$ cat src/rtl/lnk_pkg.sv
package lnk_pkg;

  // serializer phases: resting, byte shown with clock high, clock low
  typedef enum logic [1:0] {
    ST_IDLE  = 2'd0,
    ST_SETUP = 2'd1,
    ST_LOW   = 2'd2
  } ser_st_e;

endpackage

$ cat src/rtl/lnk_sync2.sv
module lnk_sync2 #(
  parameter int   STAGES  = 2,
  parameter logic RST_VAL = 1'b0
) (
  input  logic clk,
  input  logic rst,
  input  logic d,
  output logic q
);

  logic [STAGES-1:0] chain_q;

  always_ff @(posedge clk) begin
    if (rst) begin
      chain_q <= {STAGES{RST_VAL}};
    end else begin
      chain_q <= {chain_q[STAGES-2:0], d};
    end
  end

  assign q = chain_q[STAGES-1];

endmodule

$ cat src/rtl/lnk_obuf.sv
// Word buffer: memory without reset, registered read with write-first bypass
module lnk_obuf #(
  parameter int W     = 32,
  parameter int DEPTH = 4
) (
  input  logic         clk,
  input  logic         rst,
  input  logic         wr_valid,
  output logic         wr_ready,
  input  logic [W-1:0] wr_data,
  output logic         rd_avail,
  input  logic         rd_pop,
  output logic [W-1:0] rd_data
);

  localparam int AW = (DEPTH > 1) ? $clog2(DEPTH) : 1;
  localparam int CW = $clog2(DEPTH + 1);
  localparam logic [CW-1:0] FULL_CNT = CW'(DEPTH);

  logic [W-1:0]  mem [DEPTH];
  logic [AW-1:0] wr_ptr_q, rd_ptr_q, rd_nxt;
  logic [CW-1:0] cnt_q;
  logic [W-1:0]  rd_q;
  logic          push, pop;

  function automatic logic [AW-1:0] step(input logic [AW-1:0] p);
    return (p == AW'(DEPTH - 1)) ? '0 : p + AW'(1);
  endfunction

  assign wr_ready = (cnt_q != FULL_CNT);
  assign rd_avail = (cnt_q != '0);
  assign push     = wr_valid && wr_ready;
  assign pop      = rd_pop && rd_avail;
  assign rd_nxt   = pop ? step(rd_ptr_q) : rd_ptr_q;
  assign rd_data  = rd_q;

  always_ff @(posedge clk) begin
    if (push) begin
      mem[wr_ptr_q] <= wr_data;
    end
  end

  always_ff @(posedge clk) begin
    if (push && (wr_ptr_q == rd_nxt)) begin
      rd_q <= wr_data;
    end else begin
      rd_q <= mem[rd_nxt];
    end
  end

  always_ff @(posedge clk) begin
    if (rst) begin
      wr_ptr_q <= '0;
      rd_ptr_q <= '0;
      cnt_q    <= '0;
    end else begin
      rd_ptr_q <= rd_nxt;
      if (push) begin
        wr_ptr_q <= step(wr_ptr_q);
      end
      unique case ({push, pop})
        2'b10:   cnt_q <= cnt_q + CW'(1);
        2'b01:   cnt_q <= cnt_q - CW'(1);
        default: cnt_q <= cnt_q;
      endcase
    end
  end

endmodule

$ cat src/rtl/lnk_ser.sv
// Word-to-byte serializer with strobe generation and per-word start gate
module lnk_ser
  import lnk_pkg::*;
#(
  parameter int WORD_W = 32,
  parameter int LANE_W = 8,
  parameter int DIV_W  = 8
) (
  input  logic              clk,
  input  logic              rst,
  input  logic              en,
  input  logic [DIV_W-1:0]  div,
  input  logic              ack_ok,
  input  logic              word_avail,
  input  logic [WORD_W-1:0] word_in,
  output logic              word_pop,
  output logic [LANE_W-1:0] lane_o,
  output logic              lclk_o
);

  localparam int NLANES = WORD_W / LANE_W;
  localparam int IW     = (NLANES > 1) ? $clog2(NLANES) : 1;

  ser_st_e           st_q;
  logic [DIV_W-1:0]  cnt_q;
  logic [IW-1:0]     idx_q, idx_nxt;
  logic [WORD_W-1:0] word_q;
  logic [LANE_W-1:0] lane_q;
  logic              lclk_q;
  logic              start, last_lane, cnt_done;
  logic [LANE_W-1:0] lanes [NLANES];

  for (genvar g = 0; g < NLANES; g++) begin : g_lane
    assign lanes[g] = word_q[g*LANE_W +: LANE_W];
  end

  assign start     = en && (st_q == ST_IDLE) && word_avail && ack_ok;
  assign last_lane = (idx_q == IW'(NLANES - 1));
  assign cnt_done  = (cnt_q == '0);
  assign idx_nxt   = idx_q + IW'(1);

  always_ff @(posedge clk) begin
    if (rst) begin
      st_q   <= ST_IDLE;
      cnt_q  <= '0;
      idx_q  <= '0;
      word_q <= '0;
      lane_q <= '0;
      lclk_q <= 1'b1;
    end else if (!en) begin
      st_q   <= ST_IDLE;
      idx_q  <= '0;
      lclk_q <= 1'b1;
    end else begin
      unique case (st_q)
        ST_IDLE: begin
          lclk_q <= 1'b1;
          if (start) begin
            word_q <= word_in;
            lane_q <= word_in[LANE_W-1:0];
            idx_q  <= '0;
            cnt_q  <= div;
            st_q   <= ST_SETUP;
          end
        end
        ST_SETUP: begin
          if (cnt_done) begin
            lclk_q <= 1'b0;
            cnt_q  <= div;
            st_q   <= ST_LOW;
          end else begin
            cnt_q <= cnt_q - DIV_W'(1);
          end
        end
        ST_LOW: begin
          if (cnt_done) begin
            lclk_q <= 1'b1;
            if (last_lane) begin
              st_q <= ST_IDLE;
            end else begin
              idx_q  <= idx_nxt;
              lane_q <= lanes[idx_nxt];
              cnt_q  <= div;
              st_q   <= ST_SETUP;
            end
          end else begin
            cnt_q <= cnt_q - DIV_W'(1);
          end
        end
        default: begin
          st_q   <= ST_IDLE;
          lclk_q <= 1'b1;
        end
      endcase
    end
  end

  assign word_pop = start;
  assign lane_o   = lane_q;
  assign lclk_o   = lclk_q;

endmodule

$ cat src/rtl/lnk8_word_tx.sv
module lnk8_word_tx #(
  parameter int WORD_W = 32,
  parameter int LANE_W = 8,
  parameter int DEPTH  = 4,
  parameter int DIV_W  = 8
) (
  input  logic              clk,
  input  logic              rst,
  input  logic              cfg_en,
  input  logic [DIV_W-1:0]  cfg_div,
  input  logic              in_valid,
  output logic              in_ready,
  input  logic [WORD_W-1:0] in_data,
  input  logic              lnk_ack_i,
  output logic [LANE_W-1:0] lnk_data_o,
  output logic              lnk_data_oe,
  output logic              lnk_clk_o,
  output logic              lnk_clk_oe
);

  localparam int SYNC_STAGES = 2;

  logic              ack_ok;
  logic              buf_avail;
  logic [WORD_W-1:0] buf_word;
  logic              ser_start;
  logic              oe_q;

  lnk_sync2 #(
    .STAGES  (SYNC_STAGES),
    .RST_VAL (1'b0)
  ) u_ack_sync (
    .clk (clk),
    .rst (rst),
    .d   (lnk_ack_i),
    .q   (ack_ok)
  );

  lnk_obuf #(
    .W     (WORD_W),
    .DEPTH (DEPTH)
  ) u_obuf (
    .clk      (clk),
    .rst      (rst),
    .wr_valid (in_valid),
    .wr_ready (in_ready),
    .wr_data  (in_data),
    .rd_avail (buf_avail),
    .rd_pop   (ser_start),
    .rd_data  (buf_word)
  );

  lnk_ser #(
    .WORD_W (WORD_W),
    .LANE_W (LANE_W),
    .DIV_W  (DIV_W)
  ) u_ser (
    .clk        (clk),
    .rst        (rst),
    .en         (cfg_en),
    .div        (cfg_div),
    .ack_ok     (ack_ok),
    .word_avail (buf_avail),
    .word_in    (buf_word),
    .word_pop   (ser_start),
    .lane_o     (lnk_data_o),
    .lclk_o     (lnk_clk_o)
  );

  always_ff @(posedge clk) begin
    if (rst) begin
      oe_q <= 1'b0;
    end else begin
      oe_q <= cfg_en;
    end
  end

  assign lnk_data_oe = oe_q;
  assign lnk_clk_oe  = oe_q;

endmodule

$ cat config.mk
export PLATFORM = sky130hd
export DESIGN_NAME = lnk8_word_tx
export DESIGN_NICKNAME = d
export VERILOG_FILES = /design/src/rtl/lnk_pkg.sv /design/src/rtl/lnk_sync2.sv /design/src/rtl/lnk_obuf.sv /design/src/rtl/lnk_ser.sv /design/src/rtl/lnk8_word_tx.sv
export SDC_FILE = /design/constraint.sdc
export NUM_CORES = 1
export LEC_CHECK = 0
export BUFFER_PORTS_ARGS = -buffer_cell sky130_fd_sc_hd__buf_2
export CORE_MARGIN = 1
export CORE_UTILIZATION = 45
export DETAILED_ROUTE_END_ITERATION = 10
export SLEW_MARGIN = 5
export SYNTH_ARGS = -nofsm -noshare
export SYNTH_HDL_FRONTEND = slang
export SYNTH_SLANG_ARGS = --single-unit
$ cat constraint.sdc
create_clock -name clk -period 3.9 [get_ports clk]
set_clock_uncertainty 0.15 [all_clocks]
set_input_delay 0.195 -clock clk [delete_from_list [all_inputs] [get_ports clk]]
set_output_delay 0.195 -clock clk [all_outputs]
set_load 0.03 [all_outputs]
==> results of run 1 <==
[final cells by class]
cell class,instances,area share
clock inverter,12,0.0194
timing repair buffer,104,0.0802
inverter,15,0.00610
clock buffer,20,0.0473
sequential,193,0.557
multi-input combinational,290,0.260
tap,220,0.0298
[layer usage]
layer	track usage	wire [um]
met1	0.230	6480
met2	0.310	7610
met3	0.0398	535
met4	0.0607	226
met5	0	0
[cells by family (layout without fill, tap and decap cells)]
group,after synthesis,after routing,share of synthesized area
AO/OA/AOI/OAI,76,76,0.0611
multiplexers,58,58,0.141
AND/OR/NAND/NOR,140,140,0.0826
buffers and inverters,41,151,0.0228
XOR/XNOR,2,2,0.00227
adder cells (fa/ha/maj),14,14,0.0237
flip-flops,193,193,0.666
[cells in the final DEF, fill, tap and decap left out, drive strengths merged, types with 9 or more instances in the layout]
cell,count
a21oi,50
buf,64
clkbuf,20
dfxtp,65
dlygate4sd3,40
edfxtp,128
ha,13
inv,17
mux2,9
mux2i,9
mux4,40
nand2,83
nor2,22
o21ai,9
[through the flow]
step                      instance area [um2]  worst slack (ns)
final                                    9240             0.560
after global routing                     9240             0.343
after CTS                                9240             0.612
after detailed placement                 8220              1.07
after global placement                   8220              1.17
after floorplan                          7720              1.06
[worst max-delay path, cell delays in order (launching register included)]
cell and delay, ns:
dfxtp_1 0.33, inv_1 0.10, ha_1 0.18, or3b_2 0.53, o21ai_0 0.92, nor2_1 0.11
o21ai_0 0.24, a21oi_1 0.10, dlygate4sd3_1 0.55
[how the worst max path moves through the flow]
| stage | from | endpoint | slack (ns) | cells after the start |
|---|---|---|---|---|
| floorplan | u_ser.st_q[1] | u_obuf.cnt_q[2] | 1.06 | 13 |
| global placement | u_ser.st_q[1] | u_obuf.cnt_q[2] | 1.17 | 11 |
| detailed placement | u_ser.st_q[1] | u_obuf.cnt_q[2] | 1.07 | 11 |
| CTS | u_ser.cnt_q[0] | u_ser.cnt_q[4] | 0.61 | 8 |
| global route | u_ser.cnt_q[0] | u_ser.cnt_q[4] | 0.34 | 8 |
| finish | u_ser.cnt_q[0] | u_ser.cnt_q[4] | 0.56 | 8 |
[flip-flops by register name, summed over array words and instances, names as in the netlist, named ones only]
name / flops
u_ser.cnt_q: 8
u_ser.st_q: 2
u_ser.lane_o: 8
u_obuf.mem: 128
u_obuf.cnt_q: 3
u_ser.word_q: 32
u_obuf.rd_ptr_q: 2
u_ser.lclk_o: 1
u_ser.idx_q: 2
u_obuf.wr_ptr_q: 2
lnk_clk_oe: 1
u_ack_sync.chain_q: 2
[power by group]
group | total [mW] | leakage, nW | internal, mW | switching [mW]
combinational | 0.258 | 1.22 | 0.121 | 0.137
clock | 1.81 | 0.291 | 1.08 | 0.732
sequential | 2.28 | 1.70 | 2.26 | 0.0273
total | 4.35 | 3.22 | 3.45 | 0.896
[repair_timing]
item	in CTS	in global routing
hold buffers	40	0
setup endpoints to repair	0	0
endpoints found under the hold margin	136	0
==> flow_summary.toml, run 1 <==
[place]
routabilityCongestion = 0.831
dpl.cell_count = 782
port-buffer-count = 56
dp_hpwl_mm = 9.47

[layout]
nets = 680
syn_to_final_growth_pct = 19.6
layout.cells.non_filler = 854
final_util = 0.555
regArea_um2 = 5150
multiInputGateArea_um2 = 2400
n_fill_cell = 1365
layout-drive-gt1-share = 0.248
diodes = 0

[logic_synthesis]
ys_types = 51
ys_seq_area_frac = 0.666
synth-main-ff-cell = "edfxtp_1"
synth-seq-cells = 193
syn-num-nets = 583
synth_most_common_cell = "edfxtp_1"
synth.area.top_cells = "edfxtp_1 (50%), dfxtp_1 (17%), mux4_2 (12%)"
synth_top_area_frac = 0.498
ys_warn_count = 0
synthTopCellsByCount = "edfxtp_1 (128), nand2_1 (83), dfxtp_1 (65)"
syn_area_um2 = 7720
async_flop_share = 0
yosysTopAreaCell = "edfxtp_1"
avgSynthCellArea_um2 = 14.7
syn_inst = 524
synth-edff-count = 128

[clock_tree]
clock-sinks = 193
cts_buffers = 17
cts_tree = "built"
cts-root-buf = "clkbuf_16"
clock_latency_ns = 0.43
cts_resized = 0
cts.path.max_buffers = 2
path_clk_slew_ns = 0.06
h-tree-depth = 4
postCtsSetupRepairBufs = 0

[pwr]
power.total_mw = 4.35
p_per_area_nw_per_um2 = 471
ir_drop_mv = 0.299
p_leak_nw = 3.22

[floorplan]
initial_core_util = 0.464
num_rows = 47
die_area_um2 = 17700
ios = 57
dieWidth_um = 133
die_h_um = 133
core_area_um2 = 16600

[run_status]
status = "completed"

[critical_path]
r2r_slack_ns = 0.56
path_class = "flop to flop"
startpoint_type = "flop"
end_kind = "flop"
cp.required_ns = 4.06
cp_max_fo = 11
critPathArrivalTime_ns = 3.50
r2r.worst_path.cells = 8
r2r_start = "u_ser.cnt_q[0]"
r2r_end = "u_ser.cnt_q[4]"

[worst_hold_path]
hold-path-endpoint = "u_ser.cnt_q[7]"
hold_class = "input port to flop"
hold_depth = 4
min-delay-start = "cfg_div[7]"

[sta]
slew_headroom = 0.236
hold_viol = 0
whs_ns = 0.0408
clock.fmax_ghz = 0.299
setup_tns_ns = 0
finalSetupViolations = 0
worst_pin_slew_ns = 1.13
min_period_over_period = 0.856
layout_min_cycle_time_ns = 3.34
rsz0062_at_grt = "no"
final_max_slew_viol_count = 0

[global_route]
track_usage = 0.182
grt_max_degree = 53
grt.overflow.total = 0
antenna_found_initial = 0
first_global_vias = 4642
grt_pass1_wl_mm = 24.1

[drt]
drc_errors = 0
viasPerCell = 5.28
via_count = 4508
wl_per_cell_um = 17.4
first_iter_violations = 299
antenna_left = 0
first_pass_iters = 4
wl_mm = 14.9

[run]
drv_cap = 0
Power figures use the tool's default switching activity.
==> inputs of run 2 (changes only) <==
--- a/config.mk
+++ b/config.mk
@@ -7,8 +7,8 @@
 export LEC_CHECK = 0
 export BUFFER_PORTS_ARGS = -buffer_cell sky130_fd_sc_hd__buf_2
-export CORE_MARGIN = 1
+export CORE_MARGIN = 2
 export CORE_UTILIZATION = 45
 export DETAILED_ROUTE_END_ITERATION = 10
-export SLEW_MARGIN = 5
+export SLEW_MARGIN = 15
 export SYNTH_ARGS = -nofsm -noshare
 export SYNTH_HDL_FRONTEND = slang
==> constraint.sdc (replaced) <==
create_clock -name clk -period 3.9 [get_ports clk]
set_clock_uncertainty 0.15 [all_clocks]
set_input_delay 0.975 -clock clk [delete_from_list [all_inputs] [get_ports clk]]
set_output_delay 0.975 -clock clk [all_outputs]
set_load 0.03 [all_outputs]
==> run 2 against run 1 <==
Register-to-register slack better by 0.83 ns. Via count down 3.6%. First-iteration DRC count down 16%. Sequential power about the same. Maximum frequency up 25%. Cell area down 4.2%. Non-clock buffer count down 39. Count of clock-buffer cells in the layout up 2. Critical path type is now input port to flop. Critical endpoint is now u_obuf.cnt_q[2].
==> flow_summary.toml, run 2 (same netlist as run 1, synthesis figures left out) <==
[run_status]
status = "completed"

[layout]
diodes = 0
nets = 641
final_common_cell = "edfxtp_1"
regMostFlops = "u_obuf.mem"
largest_reg_flops = 128
layout.cells.non_filler = 815
top_regs = "u_obuf.mem: 128 flops, u_ser.word_q: 32 flops"
final_cell_mix = "edfxtp_1 (128), nand2_1 (83), dfxtp_1 (64)"
syn_to_final_growth_pct = 14.5
layout-drive-gt1-share = 0.267

[critical_path]
r2r.worst_path.cells = 11
critPathArrivalTime_ns = 2.89
r2r_start = "u_ser.st_q[0]"
r2r_end = "u_obuf.cnt_q[2]"
end_kind = "flop"
cp.required_ns = 4.11
cp_max_fo = 4
startpoint_type = "input port"
r2r_slack_ns = 1.39
path_class = "input port to flop"

[pwr]
p_per_area_nw_per_um2 = 485
ir_drop_mv = 0.312
p_int_mw = 3.40
power_frac_comb = 0.052
power_switching_mw = 0.893
p_leak_nw = 3.06
power_frac_clock = 0.416
switching_share = 0.208
power_frac_seq = 0.532

[clock_tree]
cts_hold_buf = 0
cts.path.max_buffers = 2
cts_tree = "built"
postCtsSetupRepairBufs = 0
h-tree-depth = 4
cts_buffers = 17
clock-sinks = 193
cts-root-buf = "clkbuf_16"
clock_latency_ns = 0.43
cts_resized = 0
path_clk_slew_ns = 0.07

[drt]
wl_per_cell_um = 17.9
first_iter_violations = 251
viasPerCell = 5.33
drc_errors = 0
antenna_left = 0
wl_mm = 14.6
via_count = 4344
first_pass_iters = 5

[sta]
slew_headroom = 0.359
setup_slack_ns = 1.22
final_max_slew_viol_count = 0
layout_min_cycle_time_ns = 2.68
setup_tns_ns = 0
min_period_over_period = 0.687
whs_ns = 0.300
worst_pin_slew_ns = 0.960
rsz0062_at_grt = "no"
finalSetupViolations = 0
hold_viol = 0
clock.fmax_ghz = 0.373

[global_route]
grt.overflow.total = 0
first_global_vias = 4388
grt_pass1_wl_mm = 23.0
grt_max_degree = 54
track_usage = 0.169
antenna_found_initial = 0

[place]
pre_cts_slack_ns = 0.780
routabilityCongestion = 0.791
port-buffer-count = 56
dp_hpwl_mm = 9.22
dpl.cell_count = 783

[floorplan]
num_rows = 47
ios = 57
core_area_um2 = 16700
initial_core_util = 0.462
die_h_um = 135
die_area_um2 = 18200
dieWidth_um = 135

[worst_hold_path]
hold-path-endpoint = "u_ack_sync.chain_q[1]"
hold_depth = 1
min-delay-start = "u_ack_sync.chain_q[0]"
hold_class = "flop to flop"

[run]
drv_cap = 0
run 2: power groups by stage:
stage	registers, mW	logic (mW)	clock network, mW
5_1_grt	2.29	0.247	1.90
3_5_place_dp	2.33	0.228	0
2_1_floorplan	2.32	0.146	0
3_3_place_gp	2.32	0.223	0
6_report	2.28	0.224	1.78
4_1_cts	2.28	0.229	1.82
run 2: final cells by class:
cell class                      count  area (um2)
Tap cell                          220         275
Clock inverter                     10         121
Clock buffer                       22         497
Sequential cell                   193        5150
Fill cell                        1392        7860
Inverter                           15        56.3
Timing Repair Buffer               65         348
Multi-Input combinational cell    290        2400
run 2: how the worst max path moves through the flow:
| stage | from | end | slack, ns | depth (start not counted) |
|---|---|---|---|---|
| 6_report | cfg_en | u_obuf.cnt_q[2] | 1.22 | 10 |
| 5_1_grt | cfg_en | u_obuf.cnt_q[2] | 1.10 | 10 |
| 4_1_cts | u_ser.cnt_q[0] | u_ser.cnt_q[3] | 1.11 | 7 |
| 3_5_place_dp | cfg_en | u_obuf.cnt_q[2] | 0.78 | 10 |
| 3_3_place_gp | cfg_en | u_obuf.cnt_q[2] | 0.86 | 10 |
| 2_1_floorplan | cfg_en | u_obuf.cnt_q[2] | 0.57 | 11 |
run 2: per-layer routing:
metal,track usage,wire [um],vias to the layer above
li1,-,-,2072
met1,0.209,6210,2185
met2,0.289,7740,75
met3,0.0345,422,12
met4,0.0735,196,0
met5,0,0,-
run 2: metrics by stage:
step / instance area (um2) / util / total power, mW
final: 8850 / 0.530 / 4.29
after global routing: 8850 / 0.530 / 4.43
after CTS: 8850 / 0.530 / 4.33
after detailed placement: 8230 / 0.493 / 2.56
after global placement: 8230 / 0.493 / 2.55
after floorplan: 7720 / - / 2.46
run 2: critical path, stage by stage:
cell and delay, ns:
buf_2 0.14, o311ai_0 0.17, or2_2 0.33, clkinv_1 0.07, ha_1 0.18, inv_1 0.06
fa_1 0.37, xor2_1 0.16, or3_1 0.31, a21oi_1 0.13
